<file path="config.mk">
export PLATFORM = sky130hd
export DESIGN_NAME = ip_hdr_rewrite
export DESIGN_NICKNAME = d
export VERILOG_FILES = /design/src/rtl/ip_hdr_rewrite_pkg.sv /design/src/rtl/ip_hdr_rewrite_lpm.sv /design/src/rtl/ip_hdr_rewrite_arp.sv /design/src/rtl/ip_hdr_rewrite.sv
export SDC_FILE = /design/constraint.sdc
export NUM_CORES = 1
export LEC_CHECK = 0
export BUFFER_PORTS_ARGS = -buffer_cell sky130_fd_sc_hd__buf_2
export CAP_MARGIN = 10
export CORE_AREA = 2 2 308 341
export CTS_BUF_LIST = sky130_fd_sc_hd__clkbuf_16
export DETAILED_ROUTE_END_ITERATION = 16
export DIE_AREA = 0 0 310 343
export PLACE_DENSITY = 0.52
export SETUP_SLACK_MARGIN = 0.4
export SYNTH_ARGS = -nofsm -noshare
export SYNTH_HDL_FRONTEND = slang
export SYNTH_SLANG_ARGS = --single-unit
</file>
<file path="constraint.sdc">
create_clock -name clk -period 61 [get_ports clk]
set_input_delay 0 -clock clk [delete_from_list [all_inputs] [get_ports clk]]
set_output_delay 0 -clock clk [all_outputs]
set_load 0.05 [all_outputs]
</file>
<file path="src/rtl/ip_hdr_rewrite_pkg.sv">
package ip_hdr_rewrite_pkg;

   typedef enum logic [1:0] {
      ST_COLLECT = 2'd0,
      ST_DECIDE  = 2'd1,
      ST_EMIT    = 2'd2,
      ST_PASS    = 2'd3
   } rw_state_e;

   localparam logic [15:0] ETYPE_IPV4 = 16'h0800;
   localparam logic [7:0]  VER_IHL_5  = 8'h45;

   // one's-complement add with end-around carry
   function automatic logic [15:0] oc_add(input logic [15:0] a, input logic [15:0] b);
      logic [16:0] s;
      s = {1'b0, a} + {1'b0, b};
      return s[15:0] + {15'd0, s[16]};
   endfunction

   // incremental checksum update for one changed halfword
   function automatic logic [15:0] csum_patch(input logic [15:0] hc,
                                              input logic [15:0] old_hw,
                                              input logic [15:0] new_hw);
      return ~oc_add(oc_add(~hc, ~old_hw), new_hw);
   endfunction

endpackage

</file>
<file path="src/rtl/ip_hdr_rewrite_lpm.sv">
module ip_hdr_rewrite_lpm #(
   parameter int NROUTE = 8,
   parameter int PORT_W = 2,
   parameter logic [NROUTE*32-1:0] RT_PREFIX = '0,
   parameter logic [NROUTE*32-1:0] RT_MASK   = '0,
   parameter logic [NROUTE*32-1:0] RT_NH     = '0,
   parameter logic [NROUTE*8-1:0]  RT_PORT   = '0,
   parameter logic [NROUTE-1:0]    RT_VALID  = '0
) (
   input  logic [31:0]       key,
   output logic              hit,
   output logic [31:0]       nh_ip,
   output logic [PORT_W-1:0] port
);
   localparam int SEL_W = (NROUTE > 1) ? $clog2(NROUTE) : 1;

   if (PORT_W > 8) begin : g_bad_port_w
      $error("route port field is 8 bits wide");
   end

   logic [NROUTE-1:0] match;
   logic [SEL_W-1:0]  best;
   logic [31:0]       best_mask;
   logic [31:0]       nh_raw;

   for (genvar g = 0; g < NROUTE; g++) begin : g_ent
      assign match[g] = RT_VALID[g] &&
                        ((key & RT_MASK[g*32 +: 32]) == RT_PREFIX[g*32 +: 32]);
   end

   always_comb begin
      hit       = 1'b0;
      best      = '0;
      best_mask = '0;
      for (int i = 0; i < NROUTE; i++) begin
         if (match[i] && (!hit || RT_MASK[i*32 +: 32] > best_mask)) begin
            hit       = 1'b1;
            best      = SEL_W'(i);
            best_mask = RT_MASK[i*32 +: 32];
         end
      end
   end

   assign nh_raw = RT_NH[best*32 +: 32];
   assign nh_ip  = (nh_raw == 32'd0) ? key : nh_raw;
   assign port   = RT_PORT[best*8 +: PORT_W];

   // the winning entry must itself match the key
   always_comb begin
      if (hit) a_lpm_match_r4 : assert ((key & best_mask) == RT_PREFIX[best*32 +: 32]);
   end
endmodule

</file>
<file path="src/rtl/ip_hdr_rewrite_arp.sv">
module ip_hdr_rewrite_arp #(
   parameter int NARP = 8,
   parameter logic [NARP*32-1:0] ARP_IP    = '0,
   parameter logic [NARP*48-1:0] ARP_MAC   = '0,
   parameter logic [NARP-1:0]    ARP_VALID = '0
) (
   input  logic [31:0] key,
   output logic        hit,
   output logic [47:0] mac
);
   logic [NARP-1:0] match;

   for (genvar g = 0; g < NARP; g++) begin : g_ent
      assign match[g] = ARP_VALID[g] && (ARP_IP[g*32 +: 32] == key);
   end

   always_comb begin
      mac = '0;
      for (int i = NARP - 1; i >= 0; i--) begin
         if (match[i]) mac = ARP_MAC[i*48 +: 48];
      end
   end

   assign hit = |match;
endmodule

</file>
<file path="src/rtl/ip_hdr_rewrite.sv">
module ip_hdr_rewrite
   import ip_hdr_rewrite_pkg::*;
#(
   parameter int NPORT  = 4,
   parameter int DATA_W = 64,
   parameter int CTRL_W = 8,
   parameter int NROUTE = 8,
   parameter int NARP   = 8,
   parameter logic [NPORT*48-1:0] PORT_MAC = {48'h0200_0000_0003, 48'h0200_0000_0002,
                                              48'h0200_0000_0001, 48'h0200_0000_0000},
   parameter logic [NROUTE*32-1:0] RT_PREFIX = {32'h0, 32'h0, 32'h0A01_0000, 32'hAC10_0000,
                                                32'hC0A8_0100, 32'h0A01_0200, 32'h0A01_0000, 32'h0A00_0000},
   parameter logic [NROUTE*32-1:0] RT_MASK = {32'h0, 32'h0, 32'hFFFF_0000, 32'hFFF0_0000,
                                              32'hFFFF_FF00, 32'hFFFF_FF00, 32'hFFFF_0000, 32'hFF00_0000},
   parameter logic [NROUTE*32-1:0] RT_NH = {32'h0, 32'h0, 32'hC0A8_0303, 32'hC0A8_0909,
                                            32'h0, 32'hC0A8_0202, 32'h0, 32'hC0A8_0101},
   parameter logic [NROUTE*8-1:0] RT_PORT = {8'd0, 8'd0, 8'd0, 8'd1, 8'd0, 8'd3, 8'd2, 8'd1},
   parameter logic [NROUTE-1:0] RT_VALID = 8'h3F,
   parameter logic [NARP*32-1:0] ARP_IP = {32'h0, 32'h0, 32'h0, 32'hC0A8_0107,
                                           32'h0A01_0505, 32'hC0A8_0303, 32'hC0A8_0202, 32'hC0A8_0101},
   parameter logic [NARP*48-1:0] ARP_MAC = {48'h0, 48'h0, 48'h0, 48'h00AA_0000_0007,
                                            48'h00AA_0000_0005, 48'h00AA_0000_0003,
                                            48'h00AA_0000_0002, 48'h00AA_0000_0001},
   parameter logic [NARP-1:0] ARP_VALID = 8'h1F
) (
   input  logic              clk,
   input  logic              rst_n,
   input  logic [DATA_W-1:0] in_data,
   input  logic [CTRL_W-1:0] in_ctrl,
   input  logic              in_wr,
   output logic              in_rdy,
   output logic [DATA_W-1:0] out_data,
   output logic [CTRL_W-1:0] out_ctrl,
   output logic              out_wr,
   input  logic              out_rdy
);
   localparam int PORT_W    = $clog2(NPORT);
   localparam int HDR_WORDS = 6;
   localparam int CNT_W     = $clog2(HDR_WORDS + 1);
   localparam int DST_LSB   = 48;

   if (DATA_W != 64) begin : g_bad_data_w
      $error("header parsing assumes a 64-bit data word");
   end
   if (NPORT < 2 || NPORT > 4) begin : g_bad_nport
      $error("destination field holds two bits per port in 8 bits");
   end
   if (CTRL_W < 1) begin : g_bad_ctrl_w
      $error("control tag must be at least one bit");
   end

   rw_state_e         st_q;
   logic [DATA_W-1:0] hd_q [HDR_WORDS];
   logic [CTRL_W-1:0] hc_q [HDR_WORDS];
   logic [CNT_W-1:0]  cnt_q, emit_q;
   logic              eop_q;
   logic              fwd_q;
   logic [7:0]        dst_q;
   logic [47:0]       nh_mac_q, src_mac_q;
   logic [7:0]        ttl_new_q;
   logic [15:0]       csum_new_q;

   // fields of the buffered headers
   logic [PORT_W-1:0] in_port;
   logic [47:0]       dmac;
   logic [15:0]       etype, hcs, hsum;
   logic [7:0]        ver_ihl, ttl, proto;
   logic [31:0]       dip;
   logic [15:0]       halves [10];
   logic              is_eop, full_hdr, pkt_ok;
   logic              lpm_hit, arp_hit;
   logic [31:0]       nh_ip;
   logic [PORT_W-1:0] lpm_port;
   logic [47:0]       arp_mac;
   logic [7:0]        dst_d;
   logic [DATA_W-1:0] emit_word;

   assign in_port = hd_q[0][16 +: PORT_W];
   assign dmac    = hd_q[1][63:16];
   assign etype   = hd_q[2][31:16];
   assign ver_ihl = hd_q[2][15:8];
   assign ttl     = hd_q[3][15:8];
   assign proto   = hd_q[3][7:0];
   assign hcs     = hd_q[4][63:48];
   assign dip     = {hd_q[4][15:0], hd_q[5][63:48]};

   assign halves[0] = hd_q[2][15:0];
   for (genvar h = 0; h < 4; h++) begin : g_halves
      assign halves[1+h] = hd_q[3][63-16*h -: 16];
      assign halves[5+h] = hd_q[4][63-16*h -: 16];
   end
   assign halves[9] = hd_q[5][63:48];

   always_comb begin
      hsum = 16'd0;
      for (int k = 0; k < 10; k++) hsum = oc_add(hsum, halves[k]);
   end

   ip_hdr_rewrite_lpm #(
      .NROUTE(NROUTE), .PORT_W(PORT_W), .RT_PREFIX(RT_PREFIX), .RT_MASK(RT_MASK),
      .RT_NH(RT_NH), .RT_PORT(RT_PORT), .RT_VALID(RT_VALID)
   ) u_lpm (
      .key(dip), .hit(lpm_hit), .nh_ip(nh_ip), .port(lpm_port)
   );

   ip_hdr_rewrite_arp #(
      .NARP(NARP), .ARP_IP(ARP_IP), .ARP_MAC(ARP_MAC), .ARP_VALID(ARP_VALID)
   ) u_arp (
      .key(nh_ip), .hit(arp_hit), .mac(arp_mac)
   );

   assign full_hdr = (cnt_q == CNT_W'(HDR_WORDS));
   assign pkt_ok   = full_hdr && (dmac == PORT_MAC[in_port*48 +: 48]) &&
                     (etype == ETYPE_IPV4) && (ver_ihl == VER_IHL_5) &&
                     (ttl > 8'd1) && (hsum == 16'hFFFF) && lpm_hit && arp_hit;

   always_comb begin
      dst_d = '0;
      if (pkt_ok) dst_d[2*lpm_port]     = 1'b1;
      else        dst_d[2*in_port + 1]  = 1'b1;
   end

   assign is_eop = (cnt_q != '0) && (in_ctrl != '0);

   always_comb begin
      emit_word = hd_q[emit_q];
      if (emit_q == '0) emit_word[DST_LSB +: 8] = dst_q;
      if (fwd_q) begin
         unique case (emit_q)
            CNT_W'(1): emit_word = {nh_mac_q, src_mac_q[47:32]};
            CNT_W'(2): emit_word[63:32] = src_mac_q[31:0];
            CNT_W'(3): emit_word[15:8]  = ttl_new_q;
            CNT_W'(4): emit_word[63:48] = csum_new_q;
            default: ;
         endcase
      end
   end

   always_comb begin
      in_rdy   = 1'b0;
      out_wr   = 1'b0;
      out_data = emit_word;
      out_ctrl = hc_q[emit_q];
      unique case (st_q)
         ST_COLLECT: in_rdy = 1'b1;
         ST_EMIT:    out_wr = out_rdy;
         ST_PASS: begin
            in_rdy   = out_rdy;
            out_wr   = in_wr && out_rdy;
            out_data = in_data;
            out_ctrl = in_ctrl;
         end
         default: ;
      endcase
   end

   always_ff @(posedge clk) begin
      if (st_q == ST_COLLECT && in_wr) begin
         hd_q[cnt_q] <= in_data;
         hc_q[cnt_q] <= in_ctrl;
      end
   end

   always_ff @(posedge clk) begin
      if (!rst_n) begin
         st_q       <= ST_COLLECT;
         cnt_q      <= '0;
         emit_q     <= '0;
         eop_q      <= 1'b0;
         fwd_q      <= 1'b0;
         dst_q      <= '0;
         nh_mac_q   <= '0;
         src_mac_q  <= '0;
         ttl_new_q  <= '0;
         csum_new_q <= '0;
      end else begin
         unique case (st_q)
            ST_COLLECT: if (in_wr) begin
               cnt_q <= cnt_q + 1'b1;
               if (is_eop || cnt_q == CNT_W'(HDR_WORDS - 1)) begin
                  st_q  <= ST_DECIDE;
                  eop_q <= is_eop;
               end
            end
            ST_DECIDE: begin
               st_q       <= ST_EMIT;
               emit_q     <= '0;
               fwd_q      <= pkt_ok;
               dst_q      <= dst_d;
               nh_mac_q   <= arp_mac;
               src_mac_q  <= PORT_MAC[lpm_port*48 +: 48];
               ttl_new_q  <= ttl - 8'd1;
               csum_new_q <= csum_patch(hcs, {ttl, proto}, {ttl - 8'd1, proto});
            end
            ST_EMIT: if (out_rdy) begin
               emit_q <= emit_q + 1'b1;
               if (emit_q == cnt_q - 1'b1) begin
                  st_q  <= eop_q ? ST_COLLECT : ST_PASS;
                  cnt_q <= '0;
               end
            end
            ST_PASS: if (in_wr && in_rdy && in_ctrl != '0) st_q <= ST_COLLECT;
            default: st_q <= ST_COLLECT;
         endcase
      end
   end

   // a stalled emit keeps its place
   p_stall_hold_r10 : assert property (@(posedge clk) disable iff (!rst_n)
      (st_q == ST_EMIT && !out_rdy) |=> (st_q == ST_EMIT && $stable(emit_q)));
   // never write into a downstream that is not ready
   p_no_blind_write_r10 : assert property (@(posedge clk) disable iff (!rst_n)
      out_wr |-> out_rdy);
   // the emitted module header names exactly one destination
   p_dst_onehot_r2 : assert property (@(posedge clk) disable iff (!rst_n)
      (st_q == ST_EMIT && emit_q == '0 && out_wr) |-> ($countones(out_data[DST_LSB +: 8]) == 1));
   // a routed packet carried a TTL of at least two
   p_fwd_ttl_r3 : assert property (@(posedge clk) disable iff (!rst_n)
      (st_q == ST_EMIT && fwd_q) |-> (hd_q[3][15:8] > 8'd1));
   // a truncated header is never routed
   p_short_cpu_r9 : assert property (@(posedge clk) disable iff (!rst_n)
      (st_q == ST_EMIT && cnt_q != CNT_W'(HDR_WORDS)) |-> !fwd_q);
endmodule

</file>
* Yosys cells after proc, flatten, opt, wreduce, memory -nomap -nowiden
Memory sizes are Yosys's and may differ from the RTL's. A register that Yosys moved wholly into a read port is not among the register bits.
Index checks and enable logic that the tools add are counted.
** Word-level totals
- Register bits :: 138
- Latch bits :: 0
- Bits in writable memories :: 432
- Memory bits (read-only) :: 0
- Memories :: 2
** Memory list
- hd_q :: depth 6, width 64, read ports 7, clocked after Yosys merged registers in 1, wr ports 1, line ip_hdr_rewrite.sv:53 : logic [DATA_W-1:0] hd_q [HDR_WORDS];
- hc_q :: depth 6, width 8, read ports 1, clocked after Yosys merged registers in 1, wr ports 1, line ip_hdr_rewrite.sv:54 : logic [CTRL_W-1:0] hc_q [HDR_WORDS];
** Operators by class
- $add $sub $neg :: 27
- $mul :: 2
- Div/mod/pow operators :: 0
- Magnitude comparators :: 10
- Equal/unequal tests :: 29
- Shifts and indexed selects :: 4
- Muxes and demuxes :: 57
- Bitwise logic cells :: 3
- Reductions and logical operators :: 42
** Operators with widths (count)
- 192-bit by 9-bit variable part select with 48-bit output (first input constant) :: 2
- 256-bit by 9-bit variable part select with 32-bit output (first input constant) :: 1
- 32-bit two-way mux :: 6
- 48-bit two-way mux :: 4
- 16-bit by 16-bit adder with 17-bit output :: 11
- 16-bit by 1-bit adder with 16-bit output :: 11
- 32-bit greater-than comparator (first input constant) :: 5
- 32-bit == test (first input constant) :: 4
- 64-bit two-way mux :: 2
- 64-bit by 7-bit variable part select with 2-bit output (first input constant) :: 1
- 48-bit == test :: 1
- 16-bit NOT :: 3
- 16-bit case mux with 3 select lines :: 1
- 40-bit two-way mux :: 1
- 3-bit two-way mux :: 12
- 16-bit by 12-bit == test with 1-bit output (second input constant) :: 2
- 28-bit by 32-bit == test with 1-bit output (first input constant) :: 1
- 32-bit zero test :: 1
- 8-bit two-way mux :: 4
- 16-bit case mux with 2 select lines :: 1
- 24-bit by 20-bit == test with 1-bit output (second input constant) :: 1
- 24-bit == test (second input constant) :: 1
- 1-bit logical AND :: 19
- 16-bit == test (second input constant) :: 1
- other kinds (42) :: 78

* Logic depth before layout (Yosys ltp)
Gate-level depths: netlist of the first run.
An unclocked memory read counts as a cell.
- Depth after elaboration :: 32
- Mapped depth :: 144

* Hierarchy
A second synthesis of the first run with hierarchy kept.
** Second synthesis, totals
- Cell total of the unflattened synthesis :: 3161
- Area, all modules :: 38308.0 µm²
** By module, submodules not included
- ip_hdr_rewrite :: times used 1, cells an instance 3006, area an instance 37180.7 µm², seq. area each 18738.0 µm²
- ip_hdr_rewrite_lpm :: times used 1, cells an instance 80, area an instance 581.8 µm², seq. area each 0.0 µm²
- ip_hdr_rewrite_arp :: times used 1, cells an instance 75, area an instance 545.5 µm², seq. area each 0.0 µm²

* Worst setup path after synthesis of the first run
No wires, ideal clock.
- Kind :: reg-to-reg
- From :: memory hd_q[3][48]
- To :: register dst_q[1]
- Setup time :: 0.117 ns
- Arrival :: 24.025 ns
- Slack :: 36.858 ns
- Stages on the path, launching flop included :: 135
- Path buffers :: 2
- Clock period less this slack :: 24.142 ns
- Cells stage by stage :: edfxtp_1 -> ha_1 -> inv_1 -> fa_1 -> nor2b_1 -> o31ai_1 -> a211oi_1 -> o31a_1 -> a21o_1 -> a21oi_1 -> nor2b_1 -> o21ai_0 -> nand2b_1 -> ha_1 -> ha_1 -> and2_1 -> clkbuf_1 -> a311o_1 -> (+99 left out) -> o21a_1 -> o21ai_0 -> a2111o_1 -> a21oi_1 -> o31ai_1 -> nand2b_1 -> a21o_1 -> ha_1 -> ha_1 -> nor4bb_1 -> nand4_1 -> nor4_1 -> nand4_1 -> a211oi_1 -> nand3_1 -> nor4_2 -> nand4_2 -> a22o_1
** RTL lines
- start, declared :: line ip_hdr_rewrite.sv:53
- end signal, assigned :: line ip_hdr_rewrite.sv:189 : dst_q <= dst_d;
- end, declared :: line ip_hdr_rewrite.sv:58 : logic [7:0] dst_q;

==> impl_metrics.ini, run 1 <==
[status]
outcome = finished, final reports clean

[logic_synthesis]
synth.net_count = 3197
synthesis.instances = 2890
post_synth_num_cell_types = 84
synth-seq-cells = 612
synth_ff_type = edfxtp_1
warnings_from_yosys = 0
syn_avg_cell_area_um2 = 12.4
seq_area_frac_synth = 0.500
synth_enable_flop_cells = 560
async_flop_share = 0
synthesis.area_um2 = 35700

[finish]
area.growth.synth_to_final_pct = 15.2
fin_nets = 3442
drive_above_1_share = 0.153
insertedDiodeCount = 0
final_core_utilization = 0.399

[job]
cap_violations = 0

[timing]
finalWorstPathRequiredPeriod_ns = 28.58
finalHoldViolCount = 0
final-max-slew-violation-count = 0
transition_time_of_the_tightest_slew_check_pin_ns = 1.20
setup_repair_after_global_routing_missed_its_margin = false
period_share = 0.469
headroom_to_the_max_slew_limit = 0.193
final.setup.tns_ns = 0
final-setup-viol-count = 0
fmaxAchievable_mhz = 35.0
worst_clock_skew_ns = 0.0297

[drt]
drt-pass1-iter-count = 5
drc_errors = 0
wirelength_um = 114000
routed_wire_length_per_instance_um = 25.0
drtAntennaViolNets = 0
detail_routed_via_count_per_cell = 5.45
detail_route.iter0.violations = 2037
num_vias = 24900

[setup_path]
worst-endpoint-arrival_ns = 29.13
critical_path_buf_inv_count = 1
critical_path.most_common_cell = ha_1
critPathMaxFanout = 9
r2r_slack_ns = 32.42
reg2reg_depth = 135
worst_setup_path_end_kind = flop
path_class = reg2reg
critPathMaxStageDelay_ns = 0.78
critical-path-top-delay-family = compound AO/OA/AOI/OAI gates
rr_endpoint = dst_q[6]
timing.rr.start = hd_q[2][0]
critical_path.startpoint_type = flop
required_ns = 61.54
timing.critical_path.slowest_stage_cell = nor4_1

[clocking]
clk_transition_reported_paths_ns = 0.06
clock_tree_from_tritoncts = done
post-cts-setup-buffers = 0
cts_root_buf = clkbuf_16
h-tree-depth = 3
cts_buffer_count = 69
clockBufferDepth = 3
cts_repair_resize_count = 0
cts_num_sinks = 612
postCtsHoldBufs = 75
clk-insertion-delay-late_ns = 0.64

[worst_hold_path]
worst_min_delay_path_endpoint = hc_q[4][1]
class_of_the_tightest_hold_or_removal_check = in2reg
min_path_cells = 2
worstHoldStart = in_ctrl[1]

[global_routing]
pin_count_of_the_biggest_net_entering_global_routing = 67
globalRouteTotalUtil = 0.215
number_of_global_route_vias_before_repair = 24600
global_route_wire_length_before_repair_um = 166000
initial_antenna_violation_count = 7
global_route.overflow_total = 0

[placement]
post-dp-hpwl_um = 85400
gp_congestion = 0.940
port-buffer-count = 149

[floorplanning]
die_w_um = 310
rows = 124
core_region_area_um2 = 103000
floorplan.die_area_um2 = 106000
die-height_um = 343
ioPinCount = 150
floorplan.initialDensity = 0.347
-- worst register-to-register path, delay by kind of cell, from the launching register on --
kind                     cells  cell delay, ns
AO/OA/AOI/OAI               55           11.33
AND/OR/NAND/NOR             45            8.86
adder cells (fa/ha/maj)     27            6.77
XOR/XNOR                     7            1.10
flip-flops                   1            0.41
buffers and inverters        1            0.08
-- worst max-delay path by stage --
| stage | from | to | slack, ns | depth (start not counted) |
|---|---|---|---|---|
| floorplan | hd_q[3][48] | dst_q[1] | 36.86 | 134 |
| global placement | hd_q[3][48] | dst_q[7] | 33.02 | 137 |
| detailed placement | hd_q[3][48] | dst_q[6] | 32.66 | 137 |
| CTS | hd_q[2][0] | dst_q[6] | 32.55 | 137 |
| global route | hd_q[2][0] | dst_q[6] | 30.12 | 140 |
| finish | hd_q[2][0] | dst_q[6] | 32.42 | 135 |
-- kinds of logic (layout without fill, tap and decap cells) --
family / Yosys count / after routing / synth area share
simple gates: 760 / 760 / 0.110
flops: 612 / 612 / 0.500
compound gates: 600 / 600 / 0.109
xor+xnor: 264 / 264 / 0.0663
fa+ha+maj: 231 / 231 / 0.0832
mux: 225 / 225 / 0.111
buf+inv: 198 / 498 / 0.0208
-- synth_stat cells (7+ instances only) --
master / n / share of area
xor2_1: 100 / 0.025
nor3_1: 67 / 0.0094
nand2_1: 175 / 0.018
a21oi_1: 136 / 0.019
nand3b_1: 13 / 0.0027
mux2i_1: 68 / 0.019
o31ai_1: 8 / 0.0017
nor2_1: 163 / 0.017
nand4_1: 37 / 0.0065
nand3_1: 71 / 0.0099
inv_1: 113 / 0.012
o211ai_1: 10 / 0.0021
nor4b_1: 12 / 0.0029
o21bai_1: 24 / 0.0050
nor3b_1: 7 / 0.0015
or3_1: 19 / 0.0033
ha_1: 220 / 0.077
and4_1: 9 / 0.0022
nor2b_1: 22 / 0.0039
a31oi_1: 21 / 0.0037
fa_1: 11 / 0.0062
clkbuf_1: 61 / 0.0064
a31o_2: 8 / 0.0020
o2111ai_1: 10 / 0.0025
mux2_2: 21 / 0.0066
a22oi_1: 8 / 0.0017
buf_1: 23 / 0.0024
nand2b_1: 21 / 0.0037
a221oi_1: 23 / 0.0056
a21o_1: 55 / 0.012
dfxtp_1: 52 / 0.029
xnor2_1: 160 / 0.039
a2111oi_0: 7 / 0.0017
a311oi_1: 8 / 0.0020
and3_1: 39 / 0.0068
edfxtp_1: 560 / 0.47
mux4_2: 136 / 0.086
o21a_1: 32 / 0.0067
a211oi_1: 37 / 0.0078
o21ai_0: 159 / 0.022
nor4_1: 39 / 0.0068
and2_1: 31 / 0.0054
or2_2: 9 / 0.0016
-- cell usage in the layout (no fill, tap or decap), types with 32 or more instances in the layout --
| cell | Yosys | routed |
|---|---|---|
| nor3_1 | 67 | 64 |
| nor4_1 | 39 | 38 |
| a211oi_1 | 37 | 37 |
| a21oi_1 | 136 | 136 |
| nand4_1 | 37 | 37 |
| nand3_1 | 71 | 71 |
| mux2i_1 | 68 | 68 |
| o21a_1 | 32 | 32 |
| buf_4 | 0 | 34 |
| ha_1 | 220 | 218 |
| xnor2_1 | 160 | 160 |
| a21o_1 | 55 | 55 |
| inv_1 | 113 | 128 |
| edfxtp_1 | 560 | 560 |
| nand2_1 | 175 | 175 |
| xor2_1 | 100 | 100 |
| clkbuf_16 | 0 | 72 |
| nor2_1 | 163 | 157 |
| dlygate4sd3_1 | 0 | 75 |
| and3_1 | 39 | 39 |
| buf_2 | 0 | 149 |
| dfxtp_1 | 52 | 49 |
| o21ai_0 | 159 | 159 |
| mux4_2 | 136 | 136 |
-- registers in the layout, summed over array words and instances (netlist names), 2 cells and up, named ones only --
register    cells
cnt_q           3
csum_new_q     16
dst_q           8
emit_q          3
hc_q           48
hd_q          512
nh_mac_q        4
src_mac_q       3
st_q            2
ttl_new_q       8
-- through the flow --
step / instance area [um^2] / cells / hold slack (ns) / worst slack [ns]
floorplan: 35700 / 2890 / 0.0989 / 36.86
global placement: 38200 / 4375 / 0.290 / 33.02
detailed placement: 38200 / 4375 / 0.282 / 32.66
CTS: 41200 / 4576 / 0.150 / 32.55
global route: 41200 / 4576 / 0.188 / 30.12
finish: 41200 / 4576 / 0.207 / 32.42
-- layer usage --
layer	share of wire	vias up	GRT usage
met2	0.47	672	0.349
met3	0.057	179	0.0368
li1	-	11700	-
met5	0.00051	-	0
met1	0.43	12400	0.285
met4	0.041	8	0.0849
-- cell type report --
cell class	instances	area [um^2]
Sequential cell	612	17900
Clock inverter	54	369
Timing Repair Buffer	258	1750
Inverter	114	428
Clock buffer	72	1800
Tap cell	1386	1730
Multi-Input combinational cell	2080	17200
Fill cell	9832	61900
Power of run 1 is not shown: default switching activity piles up to over one toggle a cycle in this logic, so the estimate is an artifact.
==> run 2, diff against run 1 <==
--- a/config.mk
+++ b/config.mk
@@ -11,7 +11,7 @@
 export CTS_BUF_LIST = sky130_fd_sc_hd__clkbuf_16
 export DETAILED_ROUTE_END_ITERATION = 16
 export DIE_AREA = 0 0 310 343
-export PLACE_DENSITY = 0.52
+export PLACE_DENSITY = 0.54
 export SETUP_SLACK_MARGIN = 0.4
 export SYNTH_ARGS = -nofsm -noshare
 export SYNTH_HDL_FRONTEND = slang
==> constraint.sdc (replaced) <==
create_clock -name clk -period 23 [get_ports clk]
set_input_delay 0 -clock clk [delete_from_list [all_inputs] [get_ports clk]]
set_output_delay 0 -clock clk [all_outputs]
set_load 0.05 [all_outputs]
==> impl_metrics.ini, run 2 (same netlist as run 1, synthesis figures left out) <==
[floorplanning]
core_region_area_um2 = 103000
ioPinCount = 150
die_w_um = 310
floorplan.initialDensity = 0.347
die-height_um = 343
rows = 124
floorplan.die_area_um2 = 106000

[finish]
reg_top3 = hd_q (512), hc_q (48), csum_new_q (16)
n_fill_cell = 9531
finish.instance_area_um2 = 46700
largest_register_ffs = 512
mostFrequentLayoutCell = buf_4
area.growth.synth_to_final_pct = 30.8
finalNonFillerCells = 5161
fin_nets = 4031
layout_common_cells = buf_4, edfxtp_1, ha_1, nand2_1, xnor2_1
final_core_utilization = 0.454
drive_above_1_share = 0.324
largest-register = hd_q

[setup_path]
critical_path_buf_inv_count = 28
required_ns = 23.53
critical-path-top-delay-family = compound AO/OA/AOI/OAI gates
critical_path.most_common_cell = buf_4
timing.critical_path.slowest_stage_cell = or4b_4
critPathMaxStageDelay_ns = 0.58
path_class = reg2reg
worst_setup_path_end_kind = flop
critical_path.startpoint_type = flop
worst-endpoint-arrival_ns = 24.57
critPathMaxFanout = 5

[clocking]
clk-insertion-delay-late_ns = 0.63
cts_root_buf = clkbuf_16
clockBufferDepth = 3
cts_buffer_count = 68
h-tree-depth = 3
clk_transition_reported_paths_ns = 0.07
clock_tree_from_tritoncts = done
cts_num_sinks = 612

[placement]
placed_cells_incl_taps = 4859
gp_congestion = 0.931
post-dp-hpwl_um = 89200
port-buffer-count = 149
placed_cell_area_um2 = 42200

[drt]
drc_errors = 0
drt-pass1-iter-count = 6
detail_routed_via_count_per_cell = 5.27
routed_wire_length_per_instance_um = 23.2
drtAntennaViolNets = 0
wirelength_um = 120000
num_vias = 27200
detail_route.iter0.violations = 2154

[global_routing]
global_route_wire_length_before_repair_um = 175000
initial_antenna_violation_count = 1
global_route.overflow_total = 0
number_of_global_route_vias_before_repair = 27000
globalRouteTotalUtil = 0.223
pin_count_of_the_biggest_net_entering_global_routing = 74

[worst_hold_path]
class_of_the_tightest_hold_or_removal_check = in2reg

[timing]
headroom_to_the_max_slew_limit = 0.214
transition_time_of_the_tightest_slew_check_pin_ns = 1.17
finalWorstPathRequiredPeriod_ns = 24.04
final.setup.tns_ns = -9.05
setup_repair_after_global_routing_missed_its_margin = true
postLayoutSetupSlackWorst_ns = -1.04
period_share = 1.05
final-setup-viol-count = 9
final-max-slew-violation-count = 0
fmaxAchievable_mhz = 41.6
finalHoldViolCount = 0
worst_clock_skew_ns = 0.0309

[job]
cap_violations = 0

[status]
violations = negative setup slack
outcome = complete, but fails checks
-- run 2: timing repair --
action / in CTS / in global routing
gates cloned: 1 / 0
pin swaps: 96 / 57
endpoints found under the hold margin: 578 / 0
hold buffers: 75 / 0
setup endpoints to repair: 9 / 9
gates resized for setup: 62 / 74
buffers inserted: 88 / 17
-- run 2: metrics by stage --
stage | hold WS (ns) | setup slack (ns)
2_1_floorplan | 0.0989 | 0.406
3_3_place_gp | 0.275 | -2.01
3_5_place_dp | 0.281 | -2.27
4_1_cts | 0.160 | -1.12
5_1_grt | 0.207 | -2.11
6_report | 0.197 | -1.04
-- run 2: final timing paths --
path	from	end	slack, ns	depth (start not counted)
worst max-delay path	hd_q[2][0]	dst_q[1]	-1.04	142
worst min-delay path	in_ctrl[5]	hc_q[0][5]	0.20	2
worst max register to register	hd_q[2][0]	dst_q[1]	-1.04	142
worst min register to register	dst_q[0]	dst_q[0]	0.45	2
-- run 2: worst reg2reg max path, delay by kind of cell (launching register included) --
| kind | cells | cell delay [ns] |
|---|---|---|
| XOR/XNOR | 8 | 1.37 |
| adder cells (fa/ha/maj) | 24 | 5.07 |
| AND/OR/NAND/NOR | 38 | 6.10 |
| buffers and inverters | 28 | 3.37 |
| flip-flops | 1 | 0.41 |
| AO/OA/AOI/OAI | 44 | 7.62 |
-- run 2: final cells by class --
cell class | count | area [um^2] | area share
timing repair buffer | 847 | 6180 | 0.132
inverter | 114 | 428 | 0.00916
antenna | 1 | 2.50 | 0.0000536
multi-input combinational | 2081 | 18200 | 0.391
clock inverter | 50 | 518 | 0.0111
sequential | 612 | 17900 | 0.382
tap | 1386 | 1730 | 0.0371
clock buffer | 70 | 1750 | 0.0375
-- run 2: layer usage --
metal,GRT usage,vias to the layer above,share of wire
li1,-,12900,-
met1,0.289,13400,0.43
met2,0.381,681,0.49
met3,0.0290,162,0.046
met4,0.0795,0,0.037
met5,0,-,0
Power of run 2 is left out for the same reason.
==> run 3, diff against run 2 <==
--- a/config.mk
+++ b/config.mk
@@ -12,7 +12,7 @@
 export DETAILED_ROUTE_END_ITERATION = 16
 export DIE_AREA = 0 0 310 343
 export PLACE_DENSITY = 0.54
-export SETUP_SLACK_MARGIN = 0.4
+export SETUP_SLACK_MARGIN = 0.15
 export SYNTH_ARGS = -nofsm -noshare
 export SYNTH_HDL_FRONTEND = slang
 export SYNTH_SLANG_ARGS = --single-unit
==> constraint.sdc (replaced) <==
create_clock -name clk -period 23 [get_ports clk]
set_input_delay 0 -clock clk [delete_from_list [all_inputs] [get_ports clk]]
set_output_delay 0 -clock clk [all_outputs]
set_load 0.005 [all_outputs]
==> impl_metrics.ini, run 3 (same netlist as run 1, synthesis figures left out) <==
[status]
outcome = complete, but fails checks
violations = negative setup slack

[setup_path]
critPathMaxFanout = 5
reg2reg_depth = 137
path_class = reg2reg
timing.critical_path.slowest_stage_cell = or4b_4
setup.worst_path.start = hd_q[2][0]
worst_setup_path_end_kind = flop
critPathMaxStageDelay_ns = 0.57
timing.rr.start = hd_q[2][0]
required_ns = 23.53
worst-endpoint-arrival_ns = 24.83
critical_path.startpoint_type = flop
critical_path.most_common_cell = ha_4

[finish]
finish.instance_area_um2 = 46400
drive_above_1_share = 0.322
layout_common_cells = buf_4, edfxtp_1, ha_1, nand2_1, xnor2_1
finalNonFillerCells = 5144
fin_nets = 4010
insertedDiodeCount = 0
reg_top3 = hd_q (512), hc_q (48), csum_new_q (16)
area.growth.synth_to_final_pct = 29.9
largest_register_ffs = 512
largest-register = hd_q
mostFrequentLayoutCell = buf_4

[timing]
transition_time_of_the_tightest_slew_check_pin_ns = 1.02
period_share = 1.06
finalHoldViolCount = 0
fmaxAchievable_mhz = 41.1
final-setup-viol-count = 9
postLayoutSetupSlackWorst_ns = -1.31
headroom_to_the_max_slew_limit = 0.312
setup_repair_after_global_routing_missed_its_margin = true
worst_clock_skew_ns = 0.0373
final-max-slew-violation-count = 0
finalWorstPathRequiredPeriod_ns = 24.31

[placement]
placed_cell_area_um2 = 42300
post-dp-hpwl_um = 88900
gp_congestion = 0.913
port-buffer-count = 149
placed_cells_incl_taps = 4887

[drt]
drc_errors = 0
routed_wire_length_per_instance_um = 22.9
wirelength_um = 118000
num_vias = 27100
drt-pass1-iter-count = 7
detail_route.iter0.violations = 2242
detail_routed_via_count_per_cell = 5.28
drtAntennaViolNets = 0

[clocking]
cts_num_sinks = 612
cts_buffer_count = 69
clock_tree_from_tritoncts = done
h-tree-depth = 3
cts_root_buf = clkbuf_16
clockBufferDepth = 3
clk_transition_reported_paths_ns = 0.06
clk-insertion-delay-late_ns = 0.64

[worst_hold_path]
class_of_the_tightest_hold_or_removal_check = in2reg
worstHoldStart = in_ctrl[2]
min_path_cells = 2

[job]
cap_violations = 0

[global_routing]
global_route_wire_length_before_repair_um = 173000
initial_antenna_violation_count = 2
globalRouteTotalUtil = 0.220
number_of_global_route_vias_before_repair = 26700
global_route.overflow_total = 0
pin_count_of_the_biggest_net_entering_global_routing = 63

[floorplanning]
floorplan.die_area_um2 = 106000
core_region_area_um2 = 103000
floorplan.initialDensity = 0.347
ioPinCount = 150
die-height_um = 343
rows = 124
die_w_um = 310
[run 3: per-stage QoR]
step / worst slack (ns) / hold WS, ns / util / TNS (ns)
global placement: -2.43 / 0.280 / 0.411 / -21.42
finish: -1.31 / 0.211 / 0.450 / -11.40
CTS: -1.17 / 0.169 / 0.446 / -10.21
floorplan: 0.156 / 0.0937 / - / 0
detailed placement: -2.70 / 0.290 / 0.411 / -23.70
global route: -2.49 / 0.211 / 0.450 / -21.88
[run 3: worst max-delay path: cells and delay by family (launching register included)]
family | cells | cell delay [ns]
buffers and inverters | 2 | 0.21
AOI/OAI and AO/OA | 55 | 8.44
adders and majority gates | 27 | 5.99
DFF | 1 | 0.37
and+or+nand+nor | 46 | 8.08
xor gates and xnor gates | 7 | 1.07
[run 3: cell type report]
class	instances	area (um^2)
Multi-Input combinational cell	2080	18200
Timing Repair Buffer	826	6040
Clock buffer	72	1800
Clock inverter	54	359
Sequential cell	612	17900
Tap cell	1386	1730
Fill cell	9566	56600
Inverter	114	428
[run 3: layer usage]
metal  track usage  vias up  part of all wire
li1              -    12800                 -
met1         0.287    13500              0.42
met2         0.377      709              0.49
met3        0.0320      137             0.054
met4        0.0651        0             0.030
met5             0        -                 0
[run 3: worst paths after layout]
check / end / slack [ns]
worst max-delay path: dst_q[3] / -1.31
worst min-delay path: hc_q[2][2] / 0.21
worst max register to register: dst_q[3] / -1.31
worst min register to register: dst_q[2] / 0.45
[run 3: what timing repair did]
action,CTS,global route
endpoints found under the hold margin,580,0
hold buffers,75,0
setup endpoints to repair,9,9
pin swaps,99,82
buffers inserted,36,20
resized for setup,94,56
Power of run 3 is left out for the same reason.
